===== src/rtl/pix_xpose_pkg.sv =====
package pix_xpose_pkg;

  // Per-read strobes handed from the read sequencer to the gather datapath
  typedef struct packed {
    logic       issue;      // a read slot is used this cycle
    logic       masked;     // row lies below the panel: bit forced to zero
    logic [2:0] bitSel;     // bit of the fetched byte holding the column
    logic [2:0] rowIdx;     // row within the page, equals the output bit
    logic       byteEnd;    // final row of this column byte
    logic       finalByte;  // final byte of the whole update
  } xpStrobe_t;

endpackage


===== src/rtl/pix_xpose_ctrl.sv =====
module pix_xpose_ctrl
  import pix_xpose_pkg::*;
#(
  parameter int COL_W  = 8,
  parameter int ROW_W  = 7,
  parameter int ADDR_W = COL_W + ROW_W - 2
) (
  input  logic              clk,
  input  logic              rstN,
  input  logic              start,
  input  logic              stall,
  input  logic [COL_W-1:0]  rectWidth,
  input  logic [ROW_W-1:0]  rectTop,
  input  logic [ROW_W-1:0]  rectBottom,
  input  logic [ROW_W-1:0]  panelHeight,
  output logic              rdEn,
  output logic [ADDR_W-1:0] rdAddr,
  output xpStrobe_t         strobe
);
  localparam int LINE_W = COL_W - 2;
  localparam int PG_W   = ROW_W - 2;

  logic              active;
  logic [2:0]        kCnt;
  logic [COL_W-1:0]  colCnt;
  logic [PG_W-1:0]   pgCnt;
  logic [COL_W-1:0]  wReg;
  logic [LINE_W-1:0] lineLen;
  logic [PG_W-1:0]   pgTot;
  logic [ROW_W-1:0]  yTopR;
  logic [ROW_W-1:0]  hReg;

  // region snapping, evaluated on the start cycle
  logic [ROW_W-1:0] yTopC;
  logic [ROW_W:0]   yEndUp, yBotC, spanC, spanUp;
  logic [PG_W-1:0]  pagesC;
  logic [COL_W:0]   widthUp;
  logic [LINE_W-1:0] lineLenC;

  always_comb begin
    yTopC    = {rectTop[ROW_W-1:3], 3'b000};
    yEndUp   = ({1'b0, rectBottom} + (ROW_W+1)'(7)) & ~(ROW_W+1)'(7);
    yBotC    = (yEndUp > {1'b0, panelHeight}) ? {1'b0, panelHeight} : yEndUp;
    spanC    = (yBotC > {1'b0, yTopC}) ? yBotC - {1'b0, yTopC} : '0;
    spanUp   = spanC + (ROW_W+1)'(7);
    pagesC   = spanUp[ROW_W:3];
    widthUp  = {1'b0, rectWidth} + (COL_W+1)'(7);
    lineLenC = widthUp[COL_W:3];
  end

  // read slot for (page, column, row)
  logic [ROW_W:0]    rowRel, absRow;
  logic [ADDR_W-1:0] rowBase;
  logic              masked, lastCol, lastPg, issue;

  always_comb begin
    rowRel  = {pgCnt, kCnt};
    absRow  = rowRel + {1'b0, yTopR};
    masked  = absRow >= {1'b0, hReg};
    rowBase = ADDR_W'(rowRel) * ADDR_W'(lineLen);
    rdAddr  = rowBase + ADDR_W'(colCnt[COL_W-1:3]);
    lastCol = colCnt == wReg - COL_W'(1);
    lastPg  = pgCnt == pgTot - PG_W'(1);
    issue   = active && !stall;
    rdEn    = issue && !masked;
    strobe.issue     = issue;
    strobe.masked    = masked;
    strobe.bitSel    = colCnt[2:0];
    strobe.rowIdx    = kCnt;
    strobe.byteEnd   = kCnt == 3'd7;
    strobe.finalByte = (kCnt == 3'd7) && lastCol && lastPg;
  end

  always_ff @(posedge clk or negedge rstN) begin
    if (!rstN) begin
      active  <= 1'b0;
      kCnt    <= '0;
      colCnt  <= '0;
      pgCnt   <= '0;
      wReg    <= '0;
      lineLen <= '0;
      pgTot   <= '0;
      yTopR   <= '0;
      hReg    <= '0;
    end else if (start && !active) begin
      active  <= (rectWidth != '0) && (pagesC != '0);
      kCnt    <= '0;
      colCnt  <= '0;
      pgCnt   <= '0;
      wReg    <= rectWidth;
      lineLen <= lineLenC;
      pgTot   <= pagesC;
      yTopR   <= yTopC;
      hReg    <= panelHeight;
    end else if (issue) begin
      kCnt <= kCnt + 3'd1;
      if (kCnt == 3'd7) begin
        if (lastCol) begin
          colCnt <= '0;
          if (lastPg) active <= 1'b0;
          else        pgCnt  <= pgCnt + PG_W'(1);
        end else begin
          colCnt <= colCnt + COL_W'(1);
        end
      end
    end
  end

endmodule


===== src/rtl/pix_xpose_dp.sv =====
module pix_xpose_dp
  import pix_xpose_pkg::*;
(
  input  logic       clk,
  input  logic       rstN,
  input  xpStrobe_t  strobe,
  input  logic [7:0] rdData,
  input  logic       outReady,
  output logic       outValid,
  output logic [7:0] outData,
  output logic       outLast
);
  xpStrobe_t  pipeQ;     // strobes aligned with returning memory data
  logic [7:0] gather;
  logic       bitVal;

  always_comb bitVal = pipeQ.issue && !pipeQ.masked && rdData[pipeQ.bitSel];

  always_ff @(posedge clk or negedge rstN) begin
    if (!rstN) begin
      pipeQ    <= '0;
      gather   <= '0;
      outValid <= 1'b0;
      outData  <= '0;
      outLast  <= 1'b0;
    end else begin
      pipeQ <= strobe;
      if (pipeQ.issue) begin
        if (pipeQ.byteEnd) begin
          outData <= gather | {bitVal, 7'b0};
          outLast <= pipeQ.finalByte;
          gather  <= '0;
        end else begin
          gather[pipeQ.rowIdx] <= bitVal;
        end
      end
      if (pipeQ.issue && pipeQ.byteEnd) outValid <= 1'b1;
      else if (outReady)                outValid <= 1'b0;
    end
  end

endmodule


===== src/rtl/pix_page_xpose.sv =====
module pix_page_xpose
  import pix_xpose_pkg::*;
#(
  parameter  int COL_W  = 8,
  parameter  int ROW_W  = 7,
  localparam int ADDR_W = COL_W + ROW_W - 2
) (
  input  logic              clk,
  input  logic              rstN,
  input  logic              start,
  input  logic [COL_W-1:0]  rectWidth,
  input  logic [ROW_W-1:0]  rectTop,
  input  logic [ROW_W-1:0]  rectBottom,
  input  logic [ROW_W-1:0]  panelHeight,
  output logic              rdEn,
  output logic [ADDR_W-1:0] rdAddr,
  input  logic [7:0]        rdData,
  output logic              outValid,
  input  logic              outReady,
  output logic [7:0]        outData,
  output logic              outLast
);
  xpStrobe_t strobe;
  logic      stall;

  always_comb stall = outValid && !outReady;

  pix_xpose_ctrl #(.COL_W(COL_W), .ROW_W(ROW_W), .ADDR_W(ADDR_W)) u_ctrl (
    .clk(clk), .rstN(rstN), .start(start), .stall(stall),
    .rectWidth(rectWidth), .rectTop(rectTop), .rectBottom(rectBottom),
    .panelHeight(panelHeight), .rdEn(rdEn), .rdAddr(rdAddr), .strobe(strobe)
  );

  pix_xpose_dp u_dp (
    .clk(clk), .rstN(rstN), .strobe(strobe), .rdData(rdData),
    .outReady(outReady), .outValid(outValid), .outData(outData), .outLast(outLast)
  );

endmodule


===== config.mk =====
export PLATFORM = sky130hd
export DESIGN_NAME = pix_page_xpose
export DESIGN_NICKNAME = d
export VERILOG_FILES = /design/src/rtl/pix_xpose_pkg.sv /design/src/rtl/pix_xpose_ctrl.sv /design/src/rtl/pix_xpose_dp.sv /design/src/rtl/pix_page_xpose.sv
export SDC_FILE = /design/constraint.sdc
export NUM_CORES = 1
export LEC_CHECK = 0
export ABC_CLOCK_PERIOD_IN_PS = 5850
export BUFFER_PORTS_ARGS = -buffer_cell sky130_fd_sc_hd__buf_2
export CORE_MARGIN = 2
export CORE_UTILIZATION = 50
export DETAILED_ROUTE_END_ITERATION = 6
export MAX_ROUTING_LAYER = met4
export PLACE_DENSITY = 0.74
export SLEW_MARGIN = 20
export SYNTH_ARGS = -nofsm -noshare
export SYNTH_HDL_FRONTEND = slang
export SYNTH_HIERARCHICAL = 1
export SYNTH_SLANG_ARGS = --single-unit

===== constraint.sdc =====
create_clock -name clk -period 5.85 [get_ports clk]
set_input_delay 0.2925 -clock clk [delete_from_list [all_inputs] [get_ports clk]]
set_output_delay 0.2925 -clock clk [all_outputs]
set_load 0.03 [all_outputs]

### Word level (Yosys, flattened, before mapping)

Index checks and enable logic that the tools add are counted.
Widths: inputs -> output; s select.

| word-level totals | value |
|---|---|
| register bits after elaboration | 75 |
| logic and storage cells | 95 |
| input port bits | 41 |
| output and inout bits | 24 |

| operators by class | value |
|---|---|
| $add $sub $neg | 11 |
| bitwise logic cells | 1 |
| equality and inequality tests | 4 |
| order comparisons | 6 |
| reduce and logical (&&, ||, !) cells | 27 |
| muxes and demuxes | 26 |
| $mul | 1 |

Operators by type and width:

| operator | number |
|---|---|
| $mux 8 | 7 |
| $mux 5 | 5 |
| $gt 8x7->1 | 2 |
| $add 13x5->13 | 1 |
| $mul 8x6->13 | 1 |
| $logic_and 1x1->1 | 11 |
| $reduce_bool 2->1 | 5 |
| $add 8x3->9 const B | 1 |
| $mux 1 | 9 |
| $add 7x3->8 const B | 1 |
| $add 8x1->8 const B | 1 |
| $add 8x3->8 const B | 1 |
| $add 8x7->8 | 1 |
| $bwmux 8 | 1 |
| $eq 8x8->1 | 1 |
| $ge 8x7->1 | 1 |
| $lt 3x4->1 const B | 2 |
| $or 8x8->8 | 1 |
| $reduce_and 4->1 | 2 |
| $reduce_bool 8->1 | 1 |
| $sub 8x1->8 const B | 1 |
| $sub 8x7->8 | 1 |
| $mux 3 | 2 |
| $add 5x1->5 const B | 1 |
| other kinds (11) | 16 |

### Logic depth before layout (Yosys ltp)

Gate-level depths: netlist of the first run.

| logic depth | value |
|---|---|
| word-level depth | 9 |
| gate-level depth with buffers | 17 |
| gate-level depth less buffers | 17 |

### Hierarchy

Netlist of the first run, hierarchy kept.

Modules (own cells, without submodules):

| module | cells an instance | area each (sq um) | seq. area each (sq um) | times used |
|---|---|---|---|---|
| pix_xpose_ctrl | 578 | 4937.2 | 1176.1 | 1 |
| pix_xpose_dp | 94 | 1172.4 | 700.7 | 1 |
| pix_page_xpose | 1 | 13.8 | 0.0 | 1 |

### Worst setup path before layout of the first run

No wires, ideal clock.

| path | value |
|---|---|
| path kind | register -> output |
| from | register u_ctrl.pgCnt[0] |
| to | output port rdAddr[12] |
| setup slack | 1.259 ns |
| arrival | 4.298 ns |
| path buffers | 1 |
| data required time | 5.558 ns |
| cell stages (with the launch flop) | 16 |
| cells stage by stage | dfrtp_1 clkbuf_1 and2_1 fa_1 inv_1 fa_1 fa_1 inv_1 ha_1 ha_1 or3_1 a311oi_1 o21ai_0 a31o_2 a21oi_1 xnor2_1 |

| on the way | value |
|---|---|
| word-level cells in the longest chain between the ends | 2 |

Ends and longest elaborated chain:

| item | line | source |
|---|---|---|
| from (decl) | pix_xpose_ctrl.sv:26 | `logic [PG_W-1:0] pgCnt;` |
| from (signal assigned) | pix_xpose_ctrl.sv:101 | `else pgCnt <= pgCnt + PG_W'(1);` |
| $mul 8x6->13 | pix_xpose_ctrl.sv:60 | `rowBase = ADDR_W'(rowRel) * ADDR_W'(lineLen);` |
| $add 13x5->13 | pix_xpose_ctrl.sv:61 | `rdAddr = rowBase + ADDR_W'(colCnt[COL_W-1:3]);` |
| to (decl) | pix_page_xpose.sv:16 | `output logic [ADDR_W-1:0] rdAddr,` |

No other way between the ends.

### Final worst setup path of the first run

| path | value |
|---|---|
| from | register u_ctrl.pgCnt[1] |
| to | output port rdAddr[12] |

Same word-level chain as after synthesis.

==> results of run 1 <==
## layer usage
layer  global-route usage, %  wire [microns]
met1                    24.9            5630
met2                    37.0            6760
met3                    3.44             565
met4                    4.80              98
met5                       -               0
## cells by family (layout without fill, tap and decap cells)
kind of cell,after synthesis,count (layout)
flip-flops,75,75
AND/OR/NAND/NOR,224,224
XOR/XNOR,43,43
buffers and inverters,99,146
AO/OA/AOI/OAI,126,126
multiplexers,20,20
adder cells (fa/ha/maj),86,86
## metrics by stage
| stage | instance area, sq um | cells | total power (W) | util (%) |
|---|---|---|---|---|
| floorplan | 6120 | 673 | 0.00203 | - |
| global placement | 6470 | 851 | 0.00228 | 54.1 |
| detailed placement | 6470 | 851 | 0.00235 | 54.1 |
| CTS | 6820 | 867 | 0.00300 | 57.0 |
| global route | 6820 | 867 | 0.00323 | 57.0 |
| finish | 6820 | 867 | 0.00299 | 57.0 |
## state kept, by name (all words and copies together), names as in the netlist
| name | flops |
|---|---|
| u_ctrl/yTopR | 4 |
| u_ctrl/active | 1 |
| u_dp/outLast | 1 |
| u_ctrl/hReg | 7 |
| u_ctrl/wReg | 8 |
| u_ctrl/pgCnt | 5 |
| u_dp/pipeQ | 10 |
| u_dp/outValid | 1 |
| u_dp/outData | 8 |
| u_ctrl/kCnt | 3 |
| u_dp/gather | 8 |
| u_ctrl/pgTot | 5 |
| u_ctrl/colCnt | 8 |
| u_ctrl/lineLen | 6 |
## cell type report
type | instances | area share [%]
flip-flops and latches | 75 | 27.5
multi-input cells | 499 | 56.2
clock buffers | 9 | 3.30
repair buffers | 64 | 4.81
well taps | 147 | 2.70
clock inverters | 7 | 1.82
inverters | 66 | 3.63
## power by group through the flow
stage / Sequential (W) / Clock [W] / Combinational, W
2_1_floorplan: 0.000876 / 0 / 0.00115
3_3_place_gp: 0.000923 / 0 / 0.00136
3_5_place_dp: 0.000936 / 0 / 0.00141
4_1_cts: 0.000927 / 0.000652 / 0.00143
5_1_grt: 0.000959 / 0.000674 / 0.00159
6_report: 0.000929 / 0.000642 / 0.00142
## tightest hold or removal path: cells and delay by family
family | cells | cell delay (ns)
buffers and inverters | 1 | 0.09
AND/OR/NAND/NOR | 2 | 0.08
## synth_stat cells (7+ instances only)
cell,count
sky130_fd_sc_hd__dfrtp_1,75
sky130_fd_sc_hd__mux2_2,11
sky130_fd_sc_hd__nand2_1,108
sky130_fd_sc_hd__a21oi_1,20
sky130_fd_sc_hd__nor3_1,13
sky130_fd_sc_hd__inv_1,66
sky130_fd_sc_hd__o21ai_0,42
sky130_fd_sc_hd__clkbuf_1,22
sky130_fd_sc_hd__mux2i_1,8
sky130_fd_sc_hd__a21o_1,12
sky130_fd_sc_hd__ha_1,58
sky130_fd_sc_hd__nand3_1,11
sky130_fd_sc_hd__nor2_1,23
sky130_fd_sc_hd__xor2_1,16
sky130_fd_sc_hd__and3_1,7
sky130_fd_sc_hd__xnor2_1,27
sky130_fd_sc_hd__fa_1,28
sky130_fd_sc_hd__and2_1,19
## path summary, 6_finish.rpt
kind / depth (start not counted) / from / endpoint / slack [ns]
min: 3 / panelHeight[0] / u_ctrl/hReg[0] / 0.16
max: 14 / u_ctrl/pgCnt[1] / rdAddr[12] / 0.56
min in group asynchronous: 2 / rstN / u_dp/outLast / 0.18
min reg2reg: 2 / u_ctrl/hReg[0] / u_ctrl/hReg[0] / 0.49
max reg2reg: 8 / u_ctrl/wReg[0] / u_ctrl/pgCnt[0] / 3.13
max in group asynchronous: 2 / rstN / u_ctrl/wReg[5] / 5.09
==> impl_results.rst, run 1 <==
.. list-table::
   :header-rows: 1

   * - Metric
     - Value
   * - Power density of the placed cells
     - 438 nW/um^2
   * - Synthesis-stage register bit count
     - 75
   * - Distinct cells, synth
     - 69
   * - Crit path DAT
     - 5.00 ns
   * - Antenna viol nets, final
     - 0
   * - CTS Root Buffer Type
     - sky130_fd_sc_hd__clkbuf_16
   * - Gates resized, CTS repair
     - 0
   * - Number of enable-type register cells in the synthesized netlist
     - 0
   * - Most common library cell in the layout ignoring fill and taps
     - sky130_fd_sc_hd__nand2_1
   * - Primary FF master, synth
     - sky130_fd_sc_hd__dfrtp_1
   * - GR Overflow Total
     - 0
   * - Fin crit share
     - 90.4%
   * - Req. time, crit path
     - 5.56 ns
   * - Antenna violations before repair
     - 0
   * - Critical path endpoint category
     - output port
   * - Xor/xnor share of the synthesized area
     - 6.15%
   * - DP Worst Slack
     - 0.993 ns
   * - H-tree depth
     - 3
   * - Slew at the pin closest to its max-slew limit
     - 0.922 ns
   * - Hold_buf cts
     - 0
   * - Net switching share of the total power
     - 43.2%
   * - Wirelength per Cell
     - 15.1 microns
   * - Number of rows created at floorplan
     - 40
   * - Unrepaired setup endpoints after global routing
     - false
   * - Number of fillers in the final layout
     - 1060
   * - Adder and majority cell fraction of the synthesized area
     - 21.0%
   * - First-pass iteration count of the detailed router
     - 5
   * - Element type at the critical path start
     - flop
   * - CTS Buf Count
     - 9
   * - Layout net count
     - 842
   * - Clk buf depth
     - 2
   * - FFs w/ async S/R, synth
     - 100%
   * - Total standard cell area after synthesis
     - 6120 sq um
   * - Fraction of synthesized area in multiplexers
     - 3.58%
   * - Max-slew headroom
     - 38.6%
   * - Initial Util
     - 51.2%
   * - Diodes inserted
     - 0
   * - Pins Over Slew Limit
     - 0
   * - Wire length of the first global-routing pass
     - 21400 microns
   * - Fraction of the mapped netlist area in simple logic gates
     - 17.9%
   * - Average cell area after synthesis
     - 9.10 sq um
   * - Number of DRC violations after detailed routing
     - 0
   * - Highest Clock Rate
     - 189 MHz
   * - Max incr delay on CP
     - 0.65 ns
   * - Switching Power
     - 0.00129 W
   * - Run status
     - complete, no violations
   * - Number of failing setup endpoints in the final timing report
     - 0
   * - Minimum hold slack
     - 0.164 ns
   * - Synth top area share
     - 30.6%
   * - Commonest cells after routing, fill and taps aside
     - 108 x sky130_fd_sc_hd__nand2_1, 75 x sky130_fd_sc_hd__dfrtp_1, 66 x sky130_fd_sc_hd__inv_1
   * - Synth Area in Compound Gates
     - 13.9%
   * - Cells traversed along the worst timing path
     - nand2_1 > fa_1 > inv_1 > fa_1 > fa_1 > ha_1 > ha_1 > or3_1 > a311oi_1 > o21ai_0 > a31o_2 > a21oi_1 > xnor2_1 > buf_2
   * - Vias in the first global route
     - 4739
   * - Portion of total power attributed to sequential cells
     - 31.1%
   * - Post-layout minimum cycle time
     - 5.29 ns
   * - Largest net degree at the start of global routing
     - 76
   * - Setup clock skew after layout
     - 0.00688 ns
   * - Hold Violations, Final
     - 0
   * - Post-synthesis cell type with the largest combined area
     - sky130_fd_sc_hd__dfrtp_1
   * - Die ar.
     - 13100 sq um
   * - Worst Hold Class
     - input port to flop
   * - Area occupied by registers
     - 1880 sq um
   * - Area of the multi-input gates
     - 3830 sq um
   * - Top post-synthesis cells by area
     - sky130_fd_sc_hd__dfrtp_1 31%, sky130_fd_sc_hd__ha_1 12%, sky130_fd_sc_hd__fa_1 9.2%
   * - Max IR drop VDD
     - 189 uV
   * - Die outline width
     - 115 microns
   * - Setup CP Type
     - flop to output port
   * - Number of instances in the synthesized netlist
     - 673
   * - 1st-iter DRT viols
     - 386
   * - Buffers & Inverters on Critical Path
     - 2
   * - Num ports
     - 65
   * - Post-CTS setup buffer count
     - 0
   * - Layout overhead on the synthesized area
     - 11.4%
   * - Post-route setup slack
     - 0.559 ns
   * - Sequential cell area fraction in the yosys report
     - 30.6%
   * - Number of sinks handled by clock tree synthesis
     - 75
   * - Number of vias after detailed routing
     - 4924
   * - Gate power share
     - 47.4%
   * - Number of nets produced by synthesis
     - 800
   * - Half-perimeter wire length of the detailed placement result
     - 9760 microns
   * - Largest family of logic cells by synthesized area
     - adder cells
   * - Placeable core region
     - 12000 sq um
   * - Number of warnings reported in the yosys synthesis log
     - 6
   * - # Max-Cap Violations
     - 0
   * - Crit Path Max Fanout
     - 12
   * - Wirelength, routed
     - 13100 microns
   * - Internal power
     - 0.00170 W
   * - # port buffers
     - 61
   * - Clk pwr share
     - 21.5%
   * - Via density
     - 5.68
   * - Most Frequent Cell on Critical Path
     - sky130_fd_sc_hd__fa_1
   * - Overall global routing resource usage
     - 20.9%
   * - Clock insertion delay at the later pin of the skew report
     - 0.34 ns
   * - Layout cell share with drive strength beyond 1
     - 14.6%
   * - Overall die height
     - 115 microns
   * - Final-layout setup total negative slack
     - 0 ns
   * - Leakage power figure
     - 3.55 nW
   * - Crit path max-delay family
     - adder cells
   * - Final weighted congestion in routability-driven placement
     - 0.854
   * - Worst-path cell with the longest stage delay
     - sky130_fd_sc_hd__dfrtp_1
   * - Clock-pin transition on the worst setup and hold timing paths
     - 0.06 ns
   * - CTS tree
     - yes
No activity file was read; power rests on OpenSTA's default activity.
==> run 2: changes to the inputs <==
--- a/config.mk
+++ b/config.mk
@@ -7,11 +7,13 @@
 export LEC_CHECK = 0
 export ABC_CLOCK_PERIOD_IN_PS = 5850
 export BUFFER_PORTS_ARGS = -buffer_cell sky130_fd_sc_hd__buf_2
+export CELL_PAD_IN_SITES_DETAIL_PLACEMENT = 0
+export CELL_PAD_IN_SITES_GLOBAL_PLACEMENT = 1
 export CORE_MARGIN = 2
-export CORE_UTILIZATION = 50
+export CORE_UTILIZATION = 46
 export DETAILED_ROUTE_END_ITERATION = 6
 export MAX_ROUTING_LAYER = met4
-export PLACE_DENSITY = 0.74
+export PLACE_DENSITY = 0.85
 export SLEW_MARGIN = 20
 export SYNTH_ARGS = -nofsm -noshare
 export SYNTH_HDL_FRONTEND = slang
==> impl_results.rst, run 2 (same netlist as run 1, synthesis figures left out) <==
.. list-table::
   :header-rows: 1

   * - Metric
     - Value
   * - 1st-iter DRT viols
     - 395
   * - Most common library cell in the layout ignoring fill and taps
     - sky130_fd_sc_hd__nand2_1
   * - Fin crit share
     - 90.9%
   * - Wire length of the first global-routing pass
     - 21500 microns
   * - Clock insertion delay at the later pin of the skew report
     - 0.33 ns
   * - Highest Clock Rate
     - 188 MHz
   * - Die outline width
     - 119 microns
   * - Initial Util
     - 46.6%
   * - Pins Over Slew Limit
     - 0
   * - Wirelength per Cell
     - 14.3 microns
   * - Area of the multi-input gates
     - 3830 sq um
   * - Final weighted congestion in routability-driven placement
     - 0.888
   * - Die ar.
     - 14300 sq um
   * - Crit Path Max Fanout
     - 12
   * - Overall die height
     - 119 microns
   * - Clock-pin transition on the worst setup and hold timing paths
     - 0.05 ns
   * - Final core occ
     - 51.6%
   * - Sum of internal, switching and leakage power
     - 0.00284 W
   * - Post-layout minimum cycle time
     - 5.32 ns
   * - Placed Instances
     - 880
   * - GR Overflow Total
     - 0
   * - Number of vias after detailed routing
     - 4850
   * - Placeable core region
     - 13100 sq um
   * - Overall global routing resource usage
     - 19.3%
   * - Antenna viol nets, final
     - 0
   * - CTS Buf Count
     - 9
   * - Num ports
     - 65
   * - CTS Root Buffer Type
     - sky130_fd_sc_hd__clkbuf_16
   * - Setup CP Type
     - flop to output port
   * - # port buffers
     - 61
   * - Crit path DAT
     - 5.02 ns
   * - Layout overhead on the synthesized area
     - 10.7%
   * - Run status
     - complete, no violations
   * - Leakage power figure
     - 3.52 nW
   * - Number of DRC violations after detailed routing
     - 0
   * - Post-layout instance count excluding filler cells
     - 896
   * - Post-CTS setup buffer count
     - 0
   * - Max-slew headroom
     - 38.6%
   * - Number of rows created at floorplan
     - 42
   * - Commonest cells after routing, fill and taps aside
     - 108 x sky130_fd_sc_hd__nand2_1, 75 x sky130_fd_sc_hd__dfrtp_1, 66 x sky130_fd_sc_hd__inv_1
   * - Layout cell share with drive strength beyond 1
     - 14.2%
   * - # Max-Cap Violations
     - 0
   * - Slew at the pin closest to its max-slew limit
     - 0.921 ns
   * - Half-perimeter wire length of the detailed placement result
     - 9710 microns
   * - Area occupied by registers
     - 1880 sq um
   * - Final-layout setup total negative slack
     - 0 ns
   * - Unrepaired setup endpoints after global routing
     - false
   * - Req. time, crit path
     - 5.56 ns
   * - Number of sinks handled by clock tree synthesis
     - 75
   * - Number of failing setup endpoints in the final timing report
     - 0
   * - Via density
     - 5.41
   * - Critical path endpoint category
     - output port
   * - Gates resized, CTS repair
     - 0
   * - Wirelength, routed
     - 12800 microns
   * - Clk buf depth
     - 2
   * - Layout net count
     - 842
   * - Hold_buf cts
     - 0
   * - Element type at the critical path start
     - flop
   * - Diodes inserted
     - 0
   * - H-tree depth
     - 3
   * - Antenna violations before repair
     - 0
   * - Number of fillers in the final layout
     - 1225
   * - Vias in the first global route
     - 4666
   * - First-pass iteration count of the detailed router
     - 5
   * - Largest net degree at the start of global routing
     - 76
   * - Flip-flop count of the largest register, all copies and words added
     - 10
   * - CTS tree
     - yes
   * - Power density of the placed cells
     - 419 nW/um^2
   * - Hold Violations, Final
     - 0
   * - Most flop-heavy register
     - u_dp/pipeQ
   * - Setup clock skew after layout
     - 0.00503 ns
   * - Worst Hold Class
     - input port to flop
   * - Max IR drop VDD
     - 167 uV
## run 2: layout make-up
class	count	share of cell area, %
tap	176	3.25
timing repair buffer	64	4.83
clock buffer	14	3.89
inverter	66	3.65
sequential	75	27.7
multi-input combinational	499	56.5
clock inverter	2	0.148
## run 2: routing by layer
layer	global-route usage, %	share of wire, %	vias up
met2	32.9	51	102
met1	23.9	45	2367
met4	4.85	1.1	0
met3	3.26	3.1	11
li1	-	-	2370
met5	-	0	-
## run 2: worst paths after layout
kind	startpoint	endpoint	slack (ns)	depth (start not counted)
min	rectWidth[2]	u_ctrl/wReg[2]	0.17	3
max reg2reg	u_ctrl/wReg[0]	u_ctrl/pgCnt[0]	3.18	8
min in group asynchronous	rstN	u_dp/outValid	0.18	2
max in group asynchronous	rstN	u_dp/pipeQ[3]	5.06	2
max	u_ctrl/pgCnt[0]	rdAddr[12]	0.53	15
min reg2reg	u_ctrl/hReg[0]	u_ctrl/hReg[0]	0.48	2
## run 2: per-stage QoR
step / hold slack [ns] / instance area (sq um) / worst slack [ns]
6_report: 0.172 / 6780 / 0.533
4_1_cts: 0.163 / 6780 / 0.550
2_1_floorplan: -0.00309 / 6120 / 1.26
5_1_grt: 0.194 / 6780 / 0.310
3_5_place_dp: 0.470 / 6510 / 0.943
3_3_place_gp: 0.462 / 6510 / 0.987
## run 2: critical path, cell delays in order, from the launching register on
cell and delay, ns:
sky130_fd_sc_hd__dfrtp_1 0.56, sky130_fd_sc_hd__and2_1 0.25, sky130_fd_sc_hd__fa_1 0.53, sky130_fd_sc_hd__inv_1 0.05, sky130_fd_sc_hd__fa_1 0.46, sky130_fd_sc_hd__fa_1 0.54, sky130_fd_sc_hd__inv_1 0.04, sky130_fd_sc_hd__ha_1 0.28
sky130_fd_sc_hd__ha_1 0.23, sky130_fd_sc_hd__or3_1 0.36, sky130_fd_sc_hd__a311oi_1 0.37, sky130_fd_sc_hd__o21ai_0 0.24, sky130_fd_sc_hd__a31o_2 0.27, sky130_fd_sc_hd__a21oi_1 0.16, sky130_fd_sc_hd__xnor2_1 0.13, sky130_fd_sc_hd__buf_2 0.21
## run 2: power breakdown
group	total (W)	leakage [nW]	internal, W	switching [W]
registers	0.000934	0.961	0.000705	0.000229
logic	0.00140	2.42	0.000573	0.000828
clock network	0.000504	0.137	0.000309	0.000195
==> run 3: changes to the inputs <==
--- a/config.mk
+++ b/config.mk
@@ -9,11 +9,12 @@
 export BUFFER_PORTS_ARGS = -buffer_cell sky130_fd_sc_hd__buf_2
 export CELL_PAD_IN_SITES_DETAIL_PLACEMENT = 0
 export CELL_PAD_IN_SITES_GLOBAL_PLACEMENT = 1
+export CORE_ASPECT_RATIO = 1.25
 export CORE_MARGIN = 2
-export CORE_UTILIZATION = 46
+export CORE_UTILIZATION = 40
 export DETAILED_ROUTE_END_ITERATION = 6
 export MAX_ROUTING_LAYER = met4
-export PLACE_DENSITY = 0.85
+export PLACE_DENSITY = 0.76
 export SLEW_MARGIN = 20
 export SYNTH_ARGS = -nofsm -noshare
 export SYNTH_HDL_FRONTEND = slang
==> impl_results.rst, run 3 (same netlist as run 1, synthesis figures left out) <==
.. list-table::
   :header-rows: 1

   * - Metric
     - Value
   * - Run status
     - complete, no violations
   * - Critical path endpoint category
     - output port
   * - First-pass iteration count of the detailed router
     - 4
   * - Wirelength, routed
     - 13200 microns
   * - Overall die height
     - 142 microns
   * - GR Overflow Total
     - 0
   * - Switching Power
     - 0.00128 W
   * - Overall global routing resource usage
     - 17.2%
   * - Max-slew headroom
     - 38.3%
   * - Setup CP Type
     - flop to output port
   * - Via density
     - 5.35
   * - Placeable core region
     - 15000 sq um
   * - Initial Util
     - 41.0%
   * - Half-perimeter wire length of the detailed placement result
     - 10200 microns
   * - Largest net degree at the start of global routing
     - 76
   * - Leakage power figure
     - 3.56 nW
   * - Clk pwr share
     - 22.7%
   * - Layout overhead on the synthesized area
     - 12.5%
   * - Gate power share
     - 46.8%
   * - Number of vias after detailed routing
     - 4825
   * - Layout cell share with drive strength beyond 1
     - 14.6%
   * - Clk buf depth
     - 2
   * - Final instance area
     - 6890 sq um
   * - Max IR drop VDD
     - 173 uV
   * - Commonest cells after routing, fill and taps aside
     - 108 x sky130_fd_sc_hd__nand2_1, 75 x sky130_fd_sc_hd__dfrtp_1, 66 x sky130_fd_sc_hd__inv_1
   * - Most common library cell in the layout ignoring fill and taps
     - sky130_fd_sc_hd__nand2_1
   * - Hold_buf cts
     - 0
   * - Post-layout instance count excluding filler cells
     - 902
   * - Die ar.
     - 16300 sq um
   * - Element type at the critical path start
     - flop
   * - Crit Path Max Fanout
     - 12
   * - Final-layout setup total negative slack
     - 0 ns
   * - Internal power
     - 0.00175 W
   * - Clock-pin transition on the worst setup and hold timing paths
     - 0.06 ns
   * - Final core occ
     - 46.1%
   * - Crit path DAT
     - 4.99 ns
   * - Register-to-register path setup slack
     - 3.22 ns
   * - Layout net count
     - 842
   * - Worst Hold Class
     - input port to flop
   * - Wirelength per Cell
     - 14.6 microns
   * - Pins Over Slew Limit
     - 0
   * - Gates resized, CTS repair
     - 0
   * - Post-CTS setup buffer count
     - 0
   * - Flip-flop count of the largest register, all copies and words added
     - 10
   * - Number of rows created at floorplan
     - 50
   * - Fin crit share
     - 90.3%
   * - Hold Violations, Final
     - 0
   * - Num ports
     - 65
   * - CTS tree
     - yes
   * - Highest Clock Rate
     - 189 MHz
   * - Most flop-heavy register
     - u_dp/pipeQ
   * - Number of sinks handled by clock tree synthesis
     - 75
   * - Vias in the first global route
     - 4741
   * - Number of DRC violations after detailed routing
     - 0
   * - H-tree depth
     - 3
   * - Minimum hold slack
     - 0.174 ns
   * - Setup clock skew after layout
     - 0.00712 ns
   * - Net switching share of the total power
     - 42.2%
   * - CTS Root Buffer Type
     - sky130_fd_sc_hd__clkbuf_16
   * - Power density of the placed cells
     - 440 nW/um^2
   * - Clock insertion delay at the later pin of the skew report
     - 0.33 ns
   * - Placed inst area
     - 6520 sq um
   * - Wire length of the first global-routing pass
     - 21700 microns
   * - Antenna viol nets, final
     - 0
   * - Final weighted congestion in routability-driven placement
     - 0.851
   * - Post-layout minimum cycle time
     - 5.28 ns
   * - CTS Buf Count
     - 9
   * - 1st-iter DRT viols
     - 244
   * - Slew at the pin closest to its max-slew limit
     - 0.925 ns
   * - Number of failing setup endpoints in the final timing report
     - 0
   * - Placed Instances
     - 886
   * - Unrepaired setup endpoints after global routing
     - false
   * - Diodes inserted
     - 0
   * - Antenna violations before repair
     - 0
   * - # port buffers
     - 61
   * - Portion of total power attributed to sequential cells
     - 30.5%
   * - # Max-Cap Violations
     - 0
   * - Die outline width
     - 115 microns
   * - Req. time, crit path
     - 5.56 ns
## run 3: changes by cell type in the layout (fill, tap and decap cells not counted)
cell / before / now
sky130_fd_sc_hd__clkbuf_8: 2 / 1
sky130_fd_sc_hd__clkbuf_1: 3 / 0
sky130_fd_sc_hd__clkinv_2: 2 / 0
sky130_fd_sc_hd__bufinv_16: 0 / 4
sky130_fd_sc_hd__clkinv_4: 0 / 1
sky130_fd_sc_hd__clkinvlp_4: 0 / 1
## run 3: final cells by class
cell class	instances	area [sq um]
Clock buffer	10	239
Multi-Input combinational cell	499	3830
Sequential cell	75	1880
Inverter	66	248
Clock inverter	6	136
Tap cell	182	228
Fill cell	1423	8060
Timing Repair Buffer	64	328
## run 3: power groups by stage
stage	logic, W	registers (W)	clock network [W]
after floorplan	0.00115	0.000876	0
after global placement	0.00138	0.000926	0
after detailed placement	0.00142	0.000935	0
after CTS	0.00144	0.000926	0.000697
after global routing	0.00160	0.000958	0.000724
final	0.00142	0.000925	0.000687
## run 3: path summary, 6_finish.rpt
| path | startpoint | endpoint | cells past startpoint |
|---|---|---|---|
| min in group asynchronous | rstN | u_dp/outData[4] | 2 |
| setup / recovery | u_ctrl/pgCnt[0] | rdAddr[12] | 15 |
| hold / removal | rectWidth[2] | u_ctrl/wReg[2] | 3 |
| hold reg to reg | u_ctrl/colCnt[1] | u_dp/pipeQ[6] | 0 |
| max in group asynchronous | rstN | u_ctrl/pgTot[2] | 2 |
| setup reg to reg | u_ctrl/wReg[0] | u_ctrl/pgCnt[3] | 8 |
## run 3: critical path: stages, from the launching register on
cell and delay [ns]:
sky130_fd_sc_hd__dfrtp_1 0.57, sky130_fd_sc_hd__and2_1 0.25, sky130_fd_sc_hd__fa_1 0.53, sky130_fd_sc_hd__inv_1 0.05, sky130_fd_sc_hd__fa_1 0.46, sky130_fd_sc_hd__fa_1 0.54, sky130_fd_sc_hd__inv_1 0.04, sky130_fd_sc_hd__ha_1 0.28
sky130_fd_sc_hd__ha_1 0.23, sky130_fd_sc_hd__or3_1 0.35, sky130_fd_sc_hd__a311oi_1 0.36, sky130_fd_sc_hd__o21ai_0 0.23, sky130_fd_sc_hd__a31o_2 0.27, sky130_fd_sc_hd__a21oi_1 0.17, sky130_fd_sc_hd__xnor2_1 0.13, sky130_fd_sc_hd__buf_2 0.21
## run 3: stage by stage
step | total power (W) | setup slack, ns
floorplan | 0.00203 | 1.26
global placement | 0.00231 | 0.954
detailed placement | 0.00236 | 0.940
CTS | 0.00306 | 0.552
global route | 0.00328 | 0.282
finish | 0.00303 | 0.568
## run 3: layer usage
metal | up-vias | track usage, % | part of all wire (%) | wire length, microns
met5 | - | - | 0 | 0
met4 | 0 | 6.10 | 2.0 | 259
met3 | 26 | 2.60 | 4.0 | 527
met2 | 100 | 29.6 | 51 | 6690
met1 | 2329 | 20.4 | 43 | 5700
li1 | 2370 | - | - | -
